===== src/rtl/secfg_pkg.sv =====
package secfg_pkg;

    localparam int CFG_W = 32;
    localparam logic [CFG_W-1:0] CFG_WMASK = 32'h0000_33BF;

    localparam int B_NONSEC  = 0;
    localparam int B_IRQMON  = 1;
    localparam int B_FIQMON  = 2;
    localparam int B_ABTMON  = 3;
    localparam int B_FMASKW  = 4;
    localparam int B_AMASKW  = 5;
    localparam int B_SMCOFF  = 7;
    localparam int B_HVCON   = 8;
    localparam int B_FLOCK   = 9;
    localparam int B_WFITRAP = 12;
    localparam int B_WFETRAP = 13;

    typedef enum logic [1:0] {
        LVL_USER = 2'd0,
        LVL_KERN = 2'd1,
        LVL_HYP  = 2'd2,
        LVL_MON  = 2'd3
    } priv_e;

    typedef enum logic [1:0] {
        ACC_IDLE = 2'd0,
        ACC_OK   = 2'd1,
        ACC_TRAP = 2'd2,
        ACC_DENY = 2'd3
    } acc_res_e;

    typedef struct packed {
        logic wfe_trap;
        logic wfi_trap;
        logic fetch_lock;
        logic hvc_on;
        logic smc_off;
        logic amask_w;
        logic fmask_w;
        logic abt_mon;
        logic fiq_mon;
        logic irq_mon;
        logic nonsec;
    } cfg_t;

    function automatic cfg_t cfg_unpack(input logic [CFG_W-1:0] w);
        cfg_t c;
        c.nonsec     = w[B_NONSEC];
        c.irq_mon    = w[B_IRQMON];
        c.fiq_mon    = w[B_FIQMON];
        c.abt_mon    = w[B_ABTMON];
        c.fmask_w    = w[B_FMASKW];
        c.amask_w    = w[B_AMASKW];
        c.smc_off    = w[B_SMCOFF];
        c.hvc_on     = w[B_HVCON];
        c.fetch_lock = w[B_FLOCK];
        c.wfi_trap   = w[B_WFITRAP];
        c.wfe_trap   = w[B_WFETRAP];
        return c;
    endfunction

    function automatic acc_res_e acc_classify(input logic valid, input priv_e lvl,
                                              input logic secure);
        if (!valid)                      return ACC_IDLE;
        if (lvl == LVL_MON)              return ACC_OK;
        if (lvl == LVL_KERN && secure)   return ACC_TRAP;
        return ACC_DENY;
    endfunction

endpackage


===== src/rtl/secfg_store.sv =====
module secfg_store
    import secfg_pkg::*;
(
    input  logic             clk,
    input  logic             rst,
    input  logic             wr_en,
    input  logic [CFG_W-1:0] wdata,
    output logic [CFG_W-1:0] cfg_q
);
    always_ff @(posedge clk) begin
        if (rst)
            cfg_q <= '0;
        else if (wr_en)
            cfg_q <= wdata & CFG_WMASK;
    end
endmodule


===== src/rtl/secfg_access.sv =====
module secfg_access
    import secfg_pkg::*;
(
    input  logic             acc_valid,
    input  logic             acc_write,
    input  logic [1:0]       priv_lvl,
    input  logic             eff_secure,
    input  logic [CFG_W-1:0] cfg_q,
    output logic [CFG_W-1:0] acc_rdata,
    output logic             acc_trap,
    output logic             acc_deny,
    output logic             wr_en
);
    acc_res_e res;

    always_comb begin
        res       = acc_classify(acc_valid, priv_e'(priv_lvl), eff_secure);
        acc_trap  = (res == ACC_TRAP);
        acc_deny  = (res == ACC_DENY);
        wr_en     = (res == ACC_OK) && acc_write;
        acc_rdata = ((res == ACC_OK) && !acc_write) ? cfg_q : '0;
    end
endmodule


===== src/rtl/secfg_decode.sv =====
module secfg_decode
    import secfg_pkg::*;
(
    input  cfg_t       cfg,
    input  logic       mon_mode,
    input  logic [1:0] priv_lvl,
    output logic       eff_nonsec,
    output logic       irq_to_mon,
    output logic       fiq_to_mon,
    output logic       abt_to_mon,
    input  logic       wfi_exec,
    input  logic       wfe_exec,
    input  logic       wake_pending,
    input  logic       event_reg,
    input  logic       other_exc,
    output logic       wfi_trap,
    output logic       wfe_trap,
    input  logic       hvc_exec,
    output logic       hvc_undef,
    input  logic       smc_exec,
    input  logic       smc_hyp_trap,
    output logic       smc_to_hyp,
    output logic       smc_undef,
    input  logic       fetch_ns_attr,
    output logic       fetch_block
);
    logic would_suspend;
    logic hvc_ok;
    priv_e lvl;

    always_comb begin
        lvl           = priv_e'(priv_lvl);
        eff_nonsec    = cfg.nonsec && !mon_mode;
        irq_to_mon    = cfg.irq_mon;
        fiq_to_mon    = cfg.fiq_mon;
        abt_to_mon    = cfg.abt_mon;
        would_suspend = !mon_mode && !wake_pending && !other_exc;
        wfi_trap      = wfi_exec && cfg.wfi_trap && would_suspend;
        wfe_trap      = wfe_exec && cfg.wfe_trap && would_suspend && !event_reg;
        hvc_ok        = cfg.hvc_on && eff_nonsec && (lvl == LVL_KERN || lvl == LVL_HYP);
        hvc_undef     = hvc_exec && !hvc_ok;
        smc_to_hyp    = smc_exec && smc_hyp_trap && eff_nonsec && (lvl == LVL_KERN);
        smc_undef     = smc_exec && !smc_to_hyp && (cfg.smc_off || lvl == LVL_USER);
        fetch_block   = fetch_ns_attr && cfg.fetch_lock && !eff_nonsec;
    end
endmodule


===== src/rtl/secfg_ctrl.sv =====
module secfg_ctrl
    import secfg_pkg::*;
(
    input  logic        clk,
    input  logic        rst,
    input  logic        acc_valid,
    input  logic        acc_write,
    input  logic [31:0] acc_wdata,
    input  logic [1:0]  priv_lvl,
    input  logic        mon_mode,
    output logic [31:0] acc_rdata,
    output logic        acc_trap,
    output logic        acc_deny,
    output logic        eff_nonsec,
    output logic        irq_to_mon,
    output logic        fiq_to_mon,
    output logic        abt_to_mon,
    input  logic        wfi_exec,
    input  logic        wfe_exec,
    input  logic        wake_pending,
    input  logic        event_reg,
    input  logic        other_exc,
    output logic        wfi_trap,
    output logic        wfe_trap,
    input  logic        hvc_exec,
    output logic        hvc_undef,
    input  logic        smc_exec,
    input  logic        smc_hyp_trap,
    output logic        smc_to_hyp,
    output logic        smc_undef,
    input  logic        fetch_ns_attr,
    output logic        fetch_block
);
    logic [CFG_W-1:0] cfg_q;
    logic             wr_en;
    cfg_t             cfg;

    assign cfg = cfg_unpack(cfg_q);

    secfg_store u_store (
        .clk   (clk),
        .rst   (rst),
        .wr_en (wr_en),
        .wdata (acc_wdata),
        .cfg_q (cfg_q)
    );

    secfg_access u_access (
        .acc_valid  (acc_valid),
        .acc_write  (acc_write),
        .priv_lvl   (priv_lvl),
        .eff_secure (!eff_nonsec),
        .cfg_q      (cfg_q),
        .acc_rdata  (acc_rdata),
        .acc_trap   (acc_trap),
        .acc_deny   (acc_deny),
        .wr_en      (wr_en)
    );

    secfg_decode u_decode (
        .cfg           (cfg),
        .mon_mode      (mon_mode),
        .priv_lvl      (priv_lvl),
        .eff_nonsec    (eff_nonsec),
        .irq_to_mon    (irq_to_mon),
        .fiq_to_mon    (fiq_to_mon),
        .abt_to_mon    (abt_to_mon),
        .wfi_exec      (wfi_exec),
        .wfe_exec      (wfe_exec),
        .wake_pending  (wake_pending),
        .event_reg     (event_reg),
        .other_exc     (other_exc),
        .wfi_trap      (wfi_trap),
        .wfe_trap      (wfe_trap),
        .hvc_exec      (hvc_exec),
        .hvc_undef     (hvc_undef),
        .smc_exec      (smc_exec),
        .smc_hyp_trap  (smc_hyp_trap),
        .smc_to_hyp    (smc_to_hyp),
        .smc_undef     (smc_undef),
        .fetch_ns_attr (fetch_ns_attr),
        .fetch_block   (fetch_block)
    );
endmodule


===== config.mk =====
export PLATFORM = sky130hd
export DESIGN_NAME = secfg_ctrl
export DESIGN_NICKNAME = d
export VERILOG_FILES = /design/src/rtl/secfg_pkg.sv /design/src/rtl/secfg_store.sv /design/src/rtl/secfg_access.sv /design/src/rtl/secfg_decode.sv /design/src/rtl/secfg_ctrl.sv
export SDC_FILE = /design/constraint.sdc
export NUM_CORES = 1
export LEC_CHECK = 0
export ABC_AREA = 1
export ABC_CLOCK_PERIOD_IN_PS = 1600
export BUFFER_PORTS_ARGS = -buffer_cell sky130_fd_sc_hd__buf_2
export CORE_MARGIN = 4
export CORE_UTILIZATION = 43
export DETAILED_ROUTE_END_ITERATION = 12
export PLACE_DENSITY = 0.95
export SYNTH_ARGS = -nofsm -noshare
export SYNTH_HDL_FRONTEND = slang
export SYNTH_HIERARCHICAL = 1
export SYNTH_SLANG_ARGS = --single-unit
export TNS_END_PERCENT = 30

===== constraint.sdc =====
create_clock -name clk -period 1.6 [get_ports clk]
set_input_delay 0.32 -clock clk [delete_from_list [all_inputs] [get_ports clk]]
set_output_delay 0.32 -clock clk [all_outputs]
set_load 0.005 [all_outputs]

---- Word-level counts from Yosys, hierarchy flattened ----
Index checks and enable logic that the tools add are counted.
storage, ports and cells
  register bits ........................... 11
  latch bits .............................. 0
  bits in writable memories ............... 0
  memory bits (read-only) ................. 0
  logic and storage cells ................. 51
  memories ................................ 0
cells by class
  add/sub/neg operators ................... 0
  multipliers ............................. 0
  divide/modulo/power cells ............... 0
  magnitude comparators ................... 0
  equal/unequal tests ..................... 6
  shifts and indexed selects .............. 0
  mux-type cells .......................... 12
  bitwise gates (word level) .............. 0
  reduce and logical (&&, ||, !) cells .... 32
operators with widths
  cell                                                                   number
  1-bit logical AND                                                      21
  14-bit 2-to-1 mux                                                      1
  2-bit 2-to-1 mux                                                       6
  2-bit equality test, second input constant                             4
  1-bit logical NOT                                                      8
  1-bit 2-to-1 mux                                                       5
  2-bit by 1-bit equality test with 1-bit output, second input constant  2
  2-bit logical NOT                                                      1
  1-bit logical OR                                                       2

---- Depth between registers and ports, before layout ----
  depth after elaboration ................. 13
  mapped depth ............................ 6
  mapped depth without buffers ............ 6

---- By module ----
The synthesis kept the hierarchy.
modules (own cells, without submodules)
  module        instances  cells an instance  area an instance (µm²)  seq. area each (µm²)
  secfg_store   1          92                 619.3                   220.2
  secfg_access  1          75                 416.6                   0.0
  secfg_decode  1          26                 157.7                   0.0
  secfg_ctrl    1          1                  3.8                     0.0

---- Worst setup path before layout ----
OpenSTA, ideal clock, no wires.
  path type ............................... input to register
  from .................................... input port acc_write
  to ...................................... register u_store.cfg_q[0]
  arrival time ............................ 1.083 ns
  slack ................................... 0.404 ns
  cell stages on the path ................. 6
  path through ............................ inv_1 > nor3_1 > buf_6 > nand2_1 > nand2_1 > nor2_1
between the ends
  cells in the longest elaborated chain, start to end .. 1
RTL lines
  what                  line                RTL
  start, declared       secfg_ctrl.sv:7     input logic acc_write,
  1-bit logical AND     secfg_access.sv:20  wr_en = (res == ACC_OK) && acc_write;
  net wr_en             secfg_ctrl.sv:35    logic wr_en;
  end signal, assigned  secfg_store.sv:14   cfg_q <= wdata & CFG_WMASK;
  end, declared         secfg_store.sv:8    output logic [CFG_W-1:0] cfg_q
The timed path passes the listed nets, and every way through them passes these cells.
A chain may end at the register's enable or synchronous reset.

---- Worst setup path after layout ----
  from .................................... register u_store.cfg_q[0]
  to ...................................... output port acc_deny
between the ends
  cells in the longest elaborated chain, start to end .. 10
  elaborated cells between the ends (all ways) .. 11
  classes of those cells .................. 1 x eq/ne; 7 x mux; 3 x reduce/logical
RTL lines
  what                            line                RTL
  1-bit logical AND (*)           secfg_decode.sv:33  eff_nonsec = cfg.nonsec && !mon_mode;
  1-bit logical NOT (*)           secfg_ctrl.sv:52    .eff_secure (!eff_nonsec),
  1-bit logical AND (*)           secfg_pkg.sv:66     if (lvl == LVL_KERN && secure) return ACC_TRAP;
  1-bit 2-to-1 mux (2 in series)  secfg_pkg.sv:66
  1-bit 2-to-1 mux                secfg_pkg.sv:65     if (lvl == LVL_MON) return ACC_OK;
  2-bit 2-to-1 mux (*)            secfg_pkg.sv:67     return ACC_DENY;
  2-bit 2-to-1 mux (*)            secfg_pkg.sv:66
  2-bit 2-to-1 mux (*)            secfg_pkg.sv:65
  2-bit equality test (*)         secfg_access.sv:19  acc_deny = (res == ACC_DENY);
  end, declared                   secfg_ctrl.sv:13    output logic acc_deny,
Every way passes the cells marked *; elsewhere a longest branch is shown, timed or not. The select of a mux whose other input is x is not followed.

==> impl_metrics.ini <==
[yosys]
synth.distinct_cells = 19
netlist_top_cells_area = dfxtp_1 (18%), inv_1 (16%), nor2_2 (15%), buf_4 (15%), nor2_1 (9.1%)
syn_avg_cell_area_um2 = 6.17
synth-warning-count = 6
yosysSeqAreaShare = 0.184
synth_edf_count = 0
ys_top_cells_by_count = inv_1 (51), nor2_1 (29), nor2_2 (29), nand2_1 (28), buf_4 (24)
synthCells = 194
ys_seq_elements = 11
synth.largest_area_cell = dfxtp_1
ys.flop_type = dfxtp_1
synth_most_common_cell = inv_1
netlist_area_mm2 = 0.00120
async_flop_share = 0
yosysTopAreaCellShare = 0.184

[placed_design]
place.port_buffers = 49
dpl.hpwl_mm = 2.11
place_congestion = 0.777
dp_cells = 267

[clocking]
holdBufCountCts = 0
htree_levels = 1
ctsRootBufferMaster = clkbuf_4
cts_tree = done
cts_sinks = 11
post_cts_buffers = 0
clockBufferDepth = 2
cts_inserted_buffers = 3
clk_pin_slew_ns = 0.06
clk_latency_ns = 0.25

[timing]
period_needed_ns = 1.50
grt_setup_unrepaired = false
post-route-period-util = 0.935
clock.fmax_ghz = 0.668
finalClockSkew_ns = 0
drv_slew = 0
finalSetupTns_ns = 0
hold_slack_ns = 0.348
final_hold_viol_count = 0
finalSetupViolations = 0

[route]
ant_nets = 0
drc_errors = 0
detail_route.vias_per_cell = 3.99
first_pass_iters = 6
routed_wl_mm = 2.43
drt_iter0_drc = 14
vias = 1082
wire_per_inst_um = 8.96

[die]
die_w_um = 60.8
ios = 92
die_area_mm2 = 0.00369
initial_core_util = 0.466
die_h_um = 60.8
std_cell_rows = 18
core_area_mm2 = 0.00257

[grt]
antenna_found_initial = 0
overflow = 0
grt_pass1_wl_mm = 4.06
grt_max_degree = 23
grt_pass1_vias = 1066
grt_use_total = 0.143

[setup_path]
cp_common_cell = inv_1
critical_path_buf_inv_count = 3
critPathArrivalTime_ns = 1.18
cp-start-kind = flop
cpLargestDelayFamily = flip-flops
critPathRequiredTime_ns = 1.28
slowest_stage = dfxtp_2
cp_max_fo = 3
critPathMaxStageDelay_ns = 0.36
reg2reg_slack_ns = 1.01
path_class = flop to output pin
cp-end-kind = output pin
path_cells = nand2_4 -> inv_1 -> inv_1 -> nand2_1 -> and3_1 -> buf_2

[pwr]
switching_share = 0.288
leakage_uw = 0.000717
power_density_mw_per_mm2 = 452
power.internal_uw = 443
seq_power_share = 0.467
vdd_drop_max_mv = 0.394
pwr-share-comb = 0.248
switchingPower_uw = 179
power.share.clock = 0.285

[layout]
top_register = u_store/cfg_q
drive_above_1_share = 0.394
final_cells = 271
area_growth_pct = 14.9
seqCellArea_um2 = 221
fin_nets = 292
reg_top3 = u_store/cfg_q: 11 flops
nFillCells = 258
largest_reg_flops = 11
multi_input_area_um2 = 621
antenna_cells = 0

[run]
cap_violations = 0

[min_path]
holdCritPathClass = primary input to flop

[status]
status = completed
## placed cells by master (no fill, tap or decap), drive strengths merged
master / instances
nand3: 1
clkbuf: 4
nand4: 1
nor3: 2
and3: 1
dfxtp: 11
conb: 21
nand3b: 1
nand2: 29
buf: 53
inv: 52
ha: 2
nor2: 62
o21ai: 1
## logic make-up (layout without fill, tap and decap cells)
| logic type | Yosys count | after routing | synth area share |
|---|---|---|---|
| AOI/OAI and AO/OA | 1 | 1 | 0.00418 |
| and+or+nand+nor | 97 | 97 | 0.423 |
| buffers and inverters | 82 | 109 | 0.365 |
| other | 1 | 21 | 0.00313 |
| DFF | 11 | 11 | 0.184 |
| adders and majority gates | 2 | 2 | 0.0209 |
## layout make-up
cell class              count  share of cell area
clock buffers               4              0.0191
well taps                  30              0.0273
multi-input cells         121               0.451
repair buffers             53               0.200
flip-flops and latches     11               0.161
inverters                  52               0.142
## power groups by stage
stage               registers [uW]  clock network (uW)  logic [uW]
CTS                            290                 182         153
detailed placement             296                   0         152
floorplan                      295                   0         140
global route                   292                 196         178
global placement               296                   0         147
finish                         290                 177         154
## through the flow
stage          utilization  power (uW)  setup WS [ns]  area, um^2
6_report             0.536         622          0.103        1380
5_1_grt              0.536         666        0.00980        1380
4_1_cts              0.536         625         0.0416        1380
3_5_place_dp         0.525         448          0.122        1350
3_3_place_gp         0.525         443          0.129        1350
2_1_floorplan            -         435          0.404        1270
## final timing paths
kind,cells after the start,start,to
hold reg to reg,2,u_store/cfg_q[5]$_SDFFE_PP0P_,u_store/cfg_q[5]$_SDFFE_PP0P_
setup reg to reg,2,u_store/cfg_q[7]$_SDFFE_PP0P_,u_store/cfg_q[7]$_SDFFE_PP0P_
hold / removal,5,acc_wdata[5],u_store/cfg_q[5]$_SDFFE_PP0P_
setup / recovery,6,u_store/cfg_q[0]$_SDFFE_PP0P_,acc_deny
## worst register-to-register path, stage by stage (launching register included)
cell and delay, ns:
dfxtp_1 0.35, nor2_1 0.05, nor2_1 0.12
## routing by layer
layer,part of all wire,global-route usage,up-vias
met5,0,0,-
met3,0.094,0.0255,2
li1,-,-,581
met1,0.34,0.128,453
met4,0.0058,0.0464,0
met2,0.56,0.308,46
## repair_timing
action / CTS / global route
setup endpoints to repair: 0 / 1
hold endpoints to repair: 0 / 0
gates resized for setup: 0 / 1
Note: power is estimated with default switching activity, not from simulation.
